--- config.mk ---
export PLATFORM = sky130hd
export DESIGN_NAME = fpx_status
export DESIGN_NICKNAME = d
export VERILOG_FILES = /design/src/rtl/fpx_status.sv
export SDC_FILE = /design/constraint.sdc
export NUM_CORES = 1
export LEC_CHECK = 0
export BUFFER_PORTS_ARGS = -buffer_cell sky130_fd_sc_hd__buf_2
export CAP_MARGIN = 20
export CORE_MARGIN = 2
export CORE_UTILIZATION = 35
export CTS_BUF_LIST = sky130_fd_sc_hd__clkbuf_4
export CTS_CLUSTER_SIZE = 40
export DETAILED_ROUTE_END_ITERATION = 8
export HOLD_SLACK_MARGIN = 0.1
export PLACE_DENSITY = 0.79
export REMOVE_ABC_BUFFERS = 1
export SKIP_LAST_GASP = 1
export SLEW_MARGIN = 5
export SYNTH_ARGS = -nofsm -noshare
export SYNTH_HDL_FRONTEND = slang
export SYNTH_SLANG_ARGS = --single-unit
--- constraint.sdc ---
create_clock -name clk -period 1 [get_ports clk]
set_input_delay 0.1 -clock clk [delete_from_list [all_inputs] [get_ports clk]]
set_output_delay 0.1 -clock clk [all_outputs]
set_load 0.005 [all_outputs]
--- src/rtl/fpx_status.sv ---
module fpx_status #(
  parameter int NEXC = 6
) (
  input  logic            clk,
  input  logic            rst,
  input  logic            exc_valid,
  input  logic [NEXC-1:0] exc_bits,
  input  logic            mask_wr,
  input  logic [NEXC-1:0] mask_in,
  input  logic [NEXC-1:0] defer_mode,
  input  logic            clr_stb,
  input  logic            init_stb,
  input  logic            save_stb,
  input  logic            rstr_stb,
  input  logic [NEXC-1:0] rstr_flags,
  input  logic            wait_stb,
  input  logic            ignore_err,
  output logic [NEXC-1:0] flags,
  output logic [NEXC-1:0] mask_q,
  output logic            err_sum,
  output logic            err_n
);

  localparam logic [NEXC-1:0] ALL_ONES = {NEXC{1'b1}};

  logic            reinit, wipe, cancel;
  logic [NEXC-1:0] unm_new;
  logic            new_imm, new_def;
  logic            pend_q, act_q;

  assign reinit  = init_stb | save_stb;
  assign wipe    = clr_stb | reinit;
  assign cancel  = wipe | rstr_stb;
  assign unm_new = exc_valid ? (exc_bits & ~mask_q) : '0;
  assign new_imm = |(unm_new & ~defer_mode);
  assign new_def = |(unm_new & defer_mode);

  always_ff @(posedge clk) begin
    if (rst) begin
      flags  <= '0;
      mask_q <= ALL_ONES;
      pend_q <= 1'b0;
      act_q  <= 1'b0;
    end else begin
      if (wipe)           flags <= '0;
      else if (rstr_stb)  flags <= rstr_flags;
      else if (exc_valid) flags <= flags | exc_bits;

      if (reinit)       mask_q <= ALL_ONES;
      else if (mask_wr) mask_q <= mask_in;

      if (cancel) begin
        pend_q <= 1'b0;
        act_q  <= 1'b0;
      end else if (wait_stb) begin
        pend_q <= 1'b0;
        act_q  <= act_q | pend_q | new_def | new_imm;
      end else begin
        pend_q <= pend_q | new_def;
        act_q  <= act_q | new_imm;
      end
    end
  end

  assign err_sum = |(flags & ~mask_q);
  assign err_n   = ~(act_q & err_sum & ~ignore_err);

  p_sticky_r1: assert property (@(posedge clk) disable iff (rst)
    !cancel |=> ((flags & $past(flags)) == $past(flags)));

  p_wipe_r2: assert property (@(posedge clk) disable iff (rst)
    wipe |=> (flags == '0));

  p_restore_r3: assert property (@(posedge clk) disable iff (rst)
    (rstr_stb && !wipe) |=> (flags == $past(rstr_flags)));

  p_masked_quiet_r5: assert property (@(posedge clk) disable iff (rst)
    !err_n |-> ((flags & ~mask_q) != '0));

  p_defer_hold_r7: assert property (@(posedge clk) disable iff (rst)
    (!wait_stb && !act_q && !new_imm) |=> !act_q);

  p_cancel_r8: assert property (@(posedge clk) disable iff (rst)
    cancel |=> err_n);

  p_ignore_r9: assert property (@(posedge clk) disable iff (rst)
    ignore_err |-> err_n);

  p_reinit_mask_r11: assert property (@(posedge clk) disable iff (rst)
    reinit |=> (mask_q == ALL_ONES));

endmodule

[Word-level counts from Yosys, hierarchy flattened]
Cells that the tools add are included.
Storage, ports and cells
  output and inout bits: 14
  latch bits: 0
  ROM bits: 0
  register bits: 14
  memories kept: 0
  RAM bits: 0
Cells by class
  shifts and indexed selects: 0
  multiply operators: 0
  divide/modulo/power cells: 0
  add/subtract/negate cells: 0
  equality and inequality tests: 0
  reduce and logical (&&, ||, !) cells: 8
  magnitude comparators: 0
  bitwise logic cells: 19
  multiplexer cells: 4
Operators by type and width (count)
  6-bit AND: 4
  6-bit two-way mux: 3
  6-bit OR reduction: 3
  6-bit inverter: 2
  1-bit OR: 8
  6-bit OR: 1
  2-bit OR reduction: 3
  3-bit OR reduction: 1
  1-bit AND: 2
  1-bit inverter: 2
  2-bit nonzero test: 1
  1-bit two-way mux: 1

[Depth between registers and ports, before layout]
Gate-level depths: netlist of run 1.
  depth after elaboration: 8
  mapped depth: 6
  depth with buffers taken out: 4

[Worst setup path before layout of run 1]
No wires, ideal clock.
  kind: reg-to-output
  start point: reg mask_q[2]
  end point: out err_n
  slack: -0.061 ns
  required time: 0.900 ns
  stages on the path, launching flop included: 4
  arrival time: 0.961 ns
  buffers on the path: 0
  cells stage by stage: dfxtp_1 -> o22ai_1 -> or3_1 -> nand3b_1
Between the ends
  word-level cells in the longest chain between the ends: 6
RTL lines
  start, declared: RTL line 19  | output logic [NEXC-1:0] mask_q,
  start signal, assigned: RTL line 50  | else if (mask_wr) mask_q <= mask_in;
  6-bit inverter: RTL line 65  | assign err_sum = |(flags & ~mask_q);
  6-bit AND: RTL line 65
  6-bit OR reduction: RTL line 65
  via err_sum: RTL line 20  | output logic err_sum,
  1-bit AND (2 in series): RTL line 66  | assign err_n = ~(act_q & err_sum & ~ignore_err);
  1-bit inverter: RTL line 66
  end, declared: RTL line 21  | output logic err_n
The timed path passes the listed nets, and every way through them passes these cells.

[Worst setup path in the final report of run 1]
  start point: reg mask_q[3]
  end point: out err_n
Between the ends
  word-level cells in the longest chain between the ends: 6
RTL lines (RTL line)
  6-bit inverter: 65
  6-bit AND: 65
  6-bit OR reduction: 65
  1-bit AND (2 in series): 66
  1-bit inverter: 66
Every way passes these cells.

==> results of run 1 <==
[layer usage]
metal | vias to the layer above | share of wire | GRT usage
met5 | - | 0 | 0
met4 | 0 | 0.0041 | 0.0417
met3 | 2 | 0.077 | 0.0333
met2 | 46 | 0.48 | 0.371
met1 | 458 | 0.44 | 0.256
li1 | 495 | - | -
[layout make-up]
class,count,area share
Timing Repair Buffer,82,0.404
Multi-Input combinational cell,67,0.318
Sequential cell,14,0.217
Tap cell,27,0.0251
Clock buffer,3,0.0167
Inverter,6,0.0167
Clock inverter,1,0.00279
[report_power, final]
group          switching, W  internal, W  leakage (nW)  total (W)
registers        0.00000566     0.000566         0.113   0.000572
logic              0.000102     0.000146         0.505   0.000248
clock network      0.000178     0.000145        0.0154   0.000323
total              0.000286     0.000857         0.633    0.00114
[cell usage after synthesis]
| master | n |
|---|---|
| o22ai_1 | 3 |
| nand3b_1 | 1 |
| nand4b_1 | 5 |
| or4_4 | 1 |
| nand2_1 | 8 |
| nand4_1 | 1 |
| nor4_1 | 2 |
| nor2_4 | 1 |
| inv_1 | 6 |
| a21oi_1 | 12 |
| clkbuf_1 | 3 |
| a31oi_1 | 3 |
| dfxtp_1 | 14 |
| or3_1 | 1 |
| buf_2 | 1 |
| and4b_1 | 1 |
| nor4bb_1 | 2 |
| o2bb2ai_1 | 1 |
| nor3_1 | 1 |
| mux2i_1 | 6 |
| nor2_1 | 16 |
| nand3_1 | 2 |
| buf_6 | 1 |
[tightest hold or removal path: cells and delay by family]
kind                   cells  cell delay, ns
and+or+nand+nor            2            0.19
buffers and inverters      1            0.08
[cells by family (layout without fill, tap and decap cells)]
family / after synthesis / in the layout
compound gates: 19 / 19
buf+inv: 11 / 92
flops: 14 / 14
mux: 6 / 6
simple gates: 42 / 42
[registers in the layout, indices dropped and copies added (netlist names)]
register	cells
act_q	1
flags	6
mask_q	6
pend_q	1
[final timing paths]
kind | start | endpoint | slack, ns | cells after the start
max | mask_q[3] | err_n | -0.39 | 4
min | clr_stb | pend_q | 0.14 | 3
max reg2reg | mask_q[4] | act_q | -0.15 | 4
min reg2reg | pend_q | act_q | 0.55 | 2
[per-stage QoR]
stage	instances	setup WS, ns	utilization
3_3_place_gp	177	-0.128	0.557
6_report	200	-0.394	0.687
5_1_grt	200	-0.444	0.687
3_5_place_dp	177	-0.154	0.557
4_1_cts	197	-0.407	0.655
2_1_floorplan	87	-0.0606	-
[timing repair]
item                                    CTS  global route
pin swaps                                 3             4
gates resized for setup                   7            13
buffers inserted                          3             3
hold buffers                             13             0
hold endpoints to repair                 14             0
endpoints found under the setup margin    4             9
==> metrics.md, run 1 <==
| Metric | Value |
|---|---|
| CP startpoint kind | `flop` |
| Die height | `around 50 um` |
| Worst hold slack | `approximately 0.14 ns` |
| Final Net Count | `about 210` |
| Worst slew margin | `0.829` |
| CTS max path bufs | `2` |
| Antenna violations before repair | `0` |
| Adder-cell area share of the yosys netlist | `0` |
| Critical path's slowest cell | `or3_1` |
| Post-synthesis mux area share | `0.0822` |
| Violated checks | `negative setup slack` |
| Total die area | `2470 um^2` |
| Tcrit/Tclk final | `1.39` |
| Power, Total | `between 0.001 and 0.0015 W` |
| Clock skew | `~0.006 ns` |
| Top fanout value on the critical path | `3` |
| Clock-pin slew on the worst setup and hold paths | `around 0.090 ns` |
| Number of global-route vias before repair | `950` |
| Number of remaining DRC errors | `0` |
| CTS tree | `yes` |
| Largest delay contributor family on the critical path | `simple AND/OR/NAND/NOR gates` |
| H-tree Lvls | `1` |
| Core Box Area | `around 2000 um^2` |
| Pwr dens | `around 850 nW/um^2` |
| Compound-gate portion of the synthesized area | `0.146` |
| FF+latch count, synth | `14` |
| Critical path type | `flop to primary output` |
| Initial Util | `0.372` |
| Commonest non-fill, non-tap cells in the layout | `buf_2, buf_4, nor2_1` |
| TNS Setup | `-1.15 ns` |
| Final ANT Viol Nets | `0` |
| Post-synth top area cell | `dfxtp_1` |
| Final hold viol count | `0` |
| CTS sink count | `14` |
| Pre-antenna DRT Iters | `4` |
| Fill cells | `approximately 180` |
| Routed len/inst | `about 12 um` |
| Fmax | `0.717 GHz` |
| Top cell type's share of synthesized area | `0.384` |
| # port buffers | `47` |
| Die X | `between 40 and 50 um` |
| WP buf/inv | `1` |
| Design area | `1350 um^2` |
| Total CTS buffers | `3` |
| Site Rows | `16` |
| Vias | `about 1000` |
| Syn avg cell area | `about 7.9 um^2` |
| Reg area | `293 um^2` |
| HP Class | `primary input to flop` |
| Cell area after synthesis | `roughly 730 um^2` |
| Post-synthesis cell count | `92` |
| CP arrival | `approximately 1.3 ns` |
| Total grt overflow | `0` |
| Synth unique cells | `23` |
| Final setup viols | `6` |
| Critical Path RT | `around 0.9 ns` |
| CP peak stage delay | `just under 0.4 ns` |
| Number of antenna diodes | `0` |
| Area growth from synthesis to layout | `84.4%` |
| Share of cells above drive strength 1 | `0.520` |
| First-pass GRT wire length | `around 4000 um` |
| IO Pins | `between 40 and 50` |
| Final wirelength | `between 2000 and 2500 um` |
| Largest net degree at the start of global routing | `15` |
| Synth Area in XOR/XNOR | `0` |
| Gr usage total | `0.206` |
| Period minus WS final | `1.39 ns` |
| Detail-routed via count per cell | `between 5 and 6` |
| Skew-Pair Late Insertion Delay | `roughly 0.28 ns` |
| Clock tree root buffer cell | `clkbuf_4` |
| Synth Warn # | `0` |
| Dpl cell area | `~1100 um^2` |
| Maxcap violations | `0` |
| DP Wirelength | `1730 um` |
| Setup ws final | `-0.394 ns` |
| Slew at the pin with the worst max-slew slack | `between 0.2 and 0.3 ns` |
| Iter 0 DRT Violations | `23` |
| Endpoint class of the critical path | `primary output` |
| Static Leak | `between 0.6 and 0.7 nW` |
| Final Max Tran Viols | `0` |
| Multi-input gate area | `428 um^2` |
| Status | `finished, violations left` |
| Largest family of logic cells by synthesized area | `simple AND/OR/NAND/NOR gates` |
| Commonest non-fill, non-tap cell in the layout | `buf_2` |
| Register area share after synthesis | `0.384` |
| RSZ-0062 raised after global routing | `yes` |
| IR drop worst, VDD | `761 uV` |
| Post-Synth Simple-Gate Area | `0.320` |
| RePlAce Congestion | `between 0.8 and 0.9` |
| Top cells by area, synth | `dfxtp_1, a21oi_1, mux2i_1` |
| Crit-path cells | `o22ai_1, or3_1, nand3b_1, buf_2` |
(Power assumes the default switching activity.)
==> run 2: changes to the inputs <==
==> constraint.sdc (replaced) <==
create_clock -name clk -period 1 [get_ports clk]
set_input_delay 0.05 -clock clk [delete_from_list [all_inputs] [get_ports clk]]
set_output_delay 0.05 -clock clk [all_outputs]
set_load 0.005 [all_outputs]
==> metrics.md, run 2 (synthesis results as in run 1) <==
| Metric | Value |
|---|---|
| Reg2reg path depth | `4 (unchanged)` |
| Commonest non-fill, non-tap cell in the layout | `buf_2 (unchanged)` |
| Number of global-route vias before repair | `1007 (was 950)` |
| Number of antenna diodes | `0 (unchanged)` |
| Total grt overflow | `0 (unchanged)` |
| Dpl cell area | `1080 um^2 (was 1090 um^2)` |
| Final wirelength | `2680 um (was 2430 um)` |
| Period minus WS final | `1.37 ns (was 1.39 ns)` |
| Status | `finished, violations left (unchanged)` |
| Die height | `49.7 um (unchanged)` |
| Routed len/inst | `13.7 um (was 12.1 um)` |
| Top fanout value on the critical path | `4 (was 3)` |
| Critical path type | `flop to primary output (unchanged)` |
| Pwr dens | `859 nW/um^2 (was 848 nW/um^2)` |
| Final ANT Viol Nets | `0 (unchanged)` |
| Clock skew | `0.00203 ns (was 0.00583 ns)` |
| Critical Path RT | `0.95 ns (was 0.90 ns)` |
| Final setup viols | `7 (was 6)` |
| IO Pins | `48 (unchanged)` |
| RePlAce Congestion | `0.843 (was 0.819)` |
| Setup ws final | `-0.372 ns (was -0.394 ns)` |
| Share of cells above drive strength 1 | `0.544 (was 0.520)` |
| Final Net Count | `204 (was 208)` |
| Multi-input gate area | `442 um^2 (was 428 um^2)` |
| Final hold viol count | `0 (unchanged)` |
| Hold Path Stages | `3 (unchanged)` |
| H-tree Lvls | `1 (unchanged)` |
| Number of remaining DRC errors | `0 (unchanged)` |
| Maxcap violations | `0 (unchanged)` |
| Hold-fix buffers, CTS | `13 (unchanged)` |
| Clock tree root buffer cell | `clkbuf_4 (unchanged)` |
| Hold Path End | `pend_q (unchanged)` |
| Register-to-register setup slack | `-0.16 ns (was -0.15 ns)` |
| Die X | `49.7 um (unchanged)` |
| Core Box Area | `1960 um^2 (unchanged)` |
| Reg2Reg Launch Point | `mask_q[2] (was mask_q[4])` |
| Area growth from synthesis to layout | `83.0% (was 84.4%)` |
| # port buffers | `47 (unchanged)` |
| Hold path startpoint | `clr_stb (unchanged)` |
| Tcrit/Tclk final | `1.37 (was 1.39)` |
| Worst slew margin | `0.794 (was 0.829)` |
| Final Max Tran Viols | `0 (unchanged)` |
| Total die area | `2470 um^2 (unchanged)` |
| Design area | `1340 um^2 (was 1350 um^2)` |
| Finished Core Util | `0.682 (was 0.687)` |
| HP Class | `primary input to flop (unchanged)` |
| Site Rows | `16 (unchanged)` |
| Violated checks | `negative setup slack (unchanged)` |
| Static Leak | `0.616 nW (was 0.633 nW)` |
| Fmax | `0.729 GHz (was 0.717 GHz)` |
| Clock-pin slew on the worst setup and hold paths | `0.08 ns (was 0.09 ns)` |
| Pre-antenna DRT Iters | `5 (was 4)` |
| Reg area | `295 um^2 (was 293 um^2)` |
| TNS Setup | `-1.05 ns (was -1.15 ns)` |
| Top flop regs | `flags (6), mask_q (6) (unchanged)` |
| DP Wirelength | `1800 um (was 1730 um)` |
| Slew at the pin with the worst max-slew slack | `0.306 ns (was 0.253 ns)` |
| Commonest non-fill, non-tap cells in the layout | `buf_2, nor2_1, buf_4 (was buf_2, buf_4, nor2_1)` |
| Critical R2R Capture | `pend_q (was act_q)` |
| CTS tree | `yes (unchanged)` |
| IR drop worst, VDD | `629 uV (was 761 uV)` |
| Vias | `1002 (was 1001)` |
| Gr usage total | `0.212 (was 0.206)` |
| Total CTS buffers | `3 (unchanged)` |
| CP arrival | `1.32 ns (was 1.29 ns)` |
| RSZ-0062 raised after global routing | `yes (unchanged)` |
| Detail-routed via count per cell | `5.11 (was 5.01)` |
| Endpoint class of the critical path | `primary output (unchanged)` |
| Fill cells | `163 (was 177)` |
| Initial Util | `0.372 (unchanged)` |
| Skew-Pair Late Insertion Delay | `0.28 ns (about the same)` |
| First-pass GRT wire length | `4060 um (was 4000 um)` |
| Largest net degree at the start of global routing | `16 (was 15)` |
| Antenna violations before repair | `0 (unchanged)` |
| CTS sink count | `14 (unchanged)` |
| CP startpoint kind | `flop (unchanged)` |
| Iter 0 DRT Violations | `9 (was 23)` |
| CTS max path bufs | `2 (unchanged)` |
==> run 2: cell types whose count changed in the layout (fill, tap and decap cells not counted), sizes merged <==
| cell | change |
|---|---|
| buf | -4 |
==> run 2: worst max-delay path by stage <==
stage | startpoint | endpoint | slack (ns) | depth (start not counted)
floorplan | mask_q[3] | act_q | -0.05 | 4
finish | mask_q[0] | err_n | -0.37 | 4
CTS | flags[2] | err_n | -0.36 | 5
detailed placement | mask_q[2] | act_q | -0.15 | 3
global route | flags[1] | err_n | -0.42 | 5
global placement | mask_q[2] | err_n | -0.07 | 4
==> run 2: power breakdown <==
part,switching [W],leakage (nW),internal (W),total [W]
logic,0.000106,0.487,0.000140,0.000246
registers,0.00000687,0.114,0.000566,0.000573
clock network,0.000185,0.0154,0.000145,0.000330
total,0.000298,0.616,0.000852,0.00115
==> run 2: area by class of cell <==
| type | instances | share of cell area |
|---|---|---|
| Multi-Input combinational cell | 67 | 0.330 |
| Inverter | 6 | 0.0168 |
| Timing Repair Buffer | 78 | 0.387 |
| Sequential cell | 14 | 0.221 |
| Tap cell | 27 | 0.0253 |
| Clock inverter | 1 | 0.00281 |
| Clock buffer | 3 | 0.0168 |
==> run 2: critical path, cell delays in order, from the launching register on <==
cell and delay (ns):
dfxtp_2 0.36, o22ai_2 0.09, or3_4 0.39, nand3b_1 0.09
buf_2 0.11
==> run 2: through the flow <==
step	cells	setup slack [ns]	total power (W)	hold WS [ns]
finish	196	-0.372	0.00115	0.0944
global route	196	-0.416	0.00120	0.0947
detailed placement	175	-0.146	0.000772	0.245
floorplan	87	-0.0452	0.000640	0.128
global placement	175	-0.0670	0.000764	0.241
CTS	195	-0.359	0.00114	0.0758
==> run 2: routing by layer <==
metal | up-vias | track usage | wire length (um)
met1 | 474 | 0.230 | 1120
met5 | - | 0 | 0
met4 | 0 | 0.0972 | 27
met3 | 2 | 0.0333 | 133
li1 | 487 | - | -
met2 | 39 | 0.396 | 1390
==> run 2: what timing repair did <==
action                                 4_1_cts  5_1_grt
pin swaps                                    1        7
endpoints found under the hold margin       14        1
gates resized for setup                     11       16
setup endpoints to repair                    4        8
buffers inserted                             3        3
==> run 3: changes to the inputs <==
--- a/config.mk
+++ b/config.mk
@@ -9,11 +9,10 @@
 export CAP_MARGIN = 20
 export CORE_MARGIN = 2
 export CORE_UTILIZATION = 35
-export CTS_BUF_LIST = sky130_fd_sc_hd__clkbuf_4
 export CTS_CLUSTER_SIZE = 40
 export DETAILED_ROUTE_END_ITERATION = 8
 export HOLD_SLACK_MARGIN = 0.1
-export PLACE_DENSITY = 0.79
+export PLACE_DENSITY_LB_ADDON = 0.12
 export REMOVE_ABC_BUFFERS = 1
 export SKIP_LAST_GASP = 1
 export SLEW_MARGIN = 5
==> metrics.md, run 3 (synthesis results as in run 1) <==
| Metric | Value |
|---|---|
| DP Wirelength | `1700 um (was 1800 um)` |
| Gr usage total | `0.203 (was 0.212)` |
| CP startpoint kind | `flop (unchanged)` |
| HP Class | `primary input to flop (unchanged)` |
| Final Net Count | `206 (was 204)` |
| Site Rows | `16 (unchanged)` |
| Finished Core Util | `0.699 (was 0.682)` |
| Largest net degree at the start of global routing | `15 (was 16)` |
| Total CTS buffers | `3 (unchanged)` |
| Total die area | `2470 um^2 (unchanged)` |
| Critical path's slowest cell | `or3_4 (unchanged)` |
| Area growth from synthesis to layout | `87.7% (was 83.0%)` |
| Reg area | `295 um^2 (unchanged)` |
| Antenna violations before repair | `0 (unchanged)` |
| Slew at the pin with the worst max-slew slack | `0.292 ns (was 0.306 ns)` |
| Hold-fix buffers, CTS | `13 (unchanged)` |
| Clock tree root buffer cell | `clkbuf_4 (unchanged)` |
| Number of global-route vias before repair | `940 (was 1007)` |
| Period minus WS final | `1.35 ns (was 1.37 ns)` |
| Multi-input gate area | `440 um^2 (was 442 um^2)` |
| Final setup viols | `5 (was 7)` |
| Top flop regs | `flags (6), mask_q (6) (unchanged)` |
| Top fanout value on the critical path | `2 (was 4)` |
| RSZ-0062 raised after global routing | `yes (unchanged)` |
| Crit-path cells | `inv_1, o22ai_1, or3_4, nand3b_1, buf_2 (was o22ai_2, or3_4, nand3b_1, buf_2)` |
| Skew-Pair Late Insertion Delay | `0.27 ns (was 0.28 ns)` |
| Die X | `49.7 um (unchanged)` |
| Initial Util | `0.372 (unchanged)` |
| Status | `finished, violations left (unchanged)` |
| CP peak stage delay | `0.39 ns (about the same)` |
| Worst slew margin | `0.806 (was 0.794)` |
| Setup ws final | `-0.350 ns (was -0.372 ns)` |
| Tcrit/Tclk final | `1.35 (was 1.37)` |
| Pwr dens | `827 nW/um^2 (was 859 nW/um^2)` |
| Final Max Tran Viols | `0 (unchanged)` |
| Routed len/inst | `12.2 um (was 13.7 um)` |
| Maxcap violations | `0 (unchanged)` |
| Commonest non-fill, non-tap cells in the layout | `buf_2, nor2_1, buf_4 (unchanged)` |
| CP arrival | `1.30 ns (was 1.32 ns)` |
| Post-Place Setup Slack | `-0.106 ns (was -0.146 ns)` |
| Final wirelength | `2400 um (was 2680 um)` |
| First-pass GRT wire length | `3880 um (was 4060 um)` |
| Critical path type | `flop to primary output (unchanged)` |
| Vias | `978 (was 1002)` |
| Total grt overflow | `0 (unchanged)` |
| H-tree Lvls | `1 (unchanged)` |
| Fmax | `0.741 GHz (was 0.729 GHz)` |
| CTS tree | `yes (unchanged)` |
| Violated checks | `negative setup slack (unchanged)` |
| Clock-pin slew on the worst setup and hold paths | `0.09 ns (was 0.08 ns)` |
| Static Leak | `0.637 nW (was 0.616 nW)` |
| Fill cells | `182 (was 163)` |
| Final ANT Viol Nets | `0 (unchanged)` |
| Final hold viol count | `0 (unchanged)` |
| Die height | `49.7 um (unchanged)` |
| RePlAce Congestion | `0.909 (was 0.843)` |
| CTS sink count | `14 (unchanged)` |
| Share of cells above drive strength 1 | `0.529 (was 0.544)` |
| IO Pins | `48 (unchanged)` |
| Number of antenna diodes | `0 (unchanged)` |
| # port buffers | `47 (unchanged)` |
| Core Box Area | `1960 um^2 (unchanged)` |
| Number of remaining DRC errors | `0 (unchanged)` |
| Iter 0 DRT Violations | `21 (was 9)` |
| Clock skew | `0.00813 ns (was 0.00203 ns)` |
| Endpoint class of the critical path | `primary output (unchanged)` |
| Detail-routed via count per cell | `4.96 (was 5.11)` |
| Commonest non-fill, non-tap cell in the layout | `buf_2 (unchanged)` |
| IR drop worst, VDD | `594 uV (was 629 uV)` |
| Critical Path RT | `0.95 ns (about the same)` |
| Pre-antenna DRT Iters | `4 (was 5)` |
| CTS max path bufs | `2 (unchanged)` |
run 3: power by group:
group / switching [W] / internal [W]
Sequential: 0.00000637 / 0.000564
Clock: 0.000173 / 0.000139
Combinational: 0.000103 / 0.000148
Total: 0.000283 / 0.000851
run 3: routing by layer:
layer | global-route usage | share of wire | routed length, um | vias up
li1 | - | - | - | 488
met1 | 0.229 | 0.42 | 1010 | 450
met2 | 0.384 | 0.51 | 1210 | 36
met3 | 0.0364 | 0.058 | 139 | 4
met4 | 0.0556 | 0.015 | 36 | 0
met5 | 0 | 0 | 0 | -
run 3: through the flow:
step / setup TNS (ns) / area, um^2 / power (W) / instances / hold WS (ns)
2_1_floorplan: -0.0916 / 703 / 0.000640 / 87 / 0.128
3_3_place_gp: -0.558 / 1090 / 0.000770 / 177 / 0.245
3_5_place_dp: -0.722 / 1090 / 0.000775 / 177 / 0.253
4_1_cts: -0.824 / 1290 / 0.00113 / 196 / 0.0723
5_1_grt: -1.57 / 1370 / 0.00120 / 197 / 0.0652
6_report: -1.19 / 1370 / 0.00113 / 197 / 0.0802
run 3: layout make-up:
type                            count  share of cell area
Timing Repair Buffer               80               0.406
Inverter                            6              0.0164
Multi-Input combinational cell     67               0.321
Sequential cell                    14               0.215
Tap cell                           27              0.0246
Clock buffer                        3              0.0164
run 3: final timing paths:
kind / from / end / slack, ns / cells past startpoint
setup reg to reg: mask_q[2] / act_q / -0.21 / 6
hold reg to reg: pend_q / act_q / 0.51 / 2
hold / removal: clr_stb / pend_q / 0.08 / 3
setup / recovery: flags[1] / err_n / -0.35 / 5
run 3: worst max-delay path, delay by kind of cell, from the launching register on:
family / cells / cell delay, ns
AOI/OAI and AO/OA: 1 / 0.07
DFF: 1 / 0.33
buffers and inverters: 2 / 0.16
and+or+nand+nor: 2 / 0.47
run 3: what timing repair did:
item / 4_1_cts / 5_1_grt
buffers inserted: 3 / 2
cloned: 0 / 0
resized for setup: 13 / 16
endpoints found under the setup margin: 5 / 9
pin swaps: 3 / 7
endpoints found under the hold margin: 14 / 1
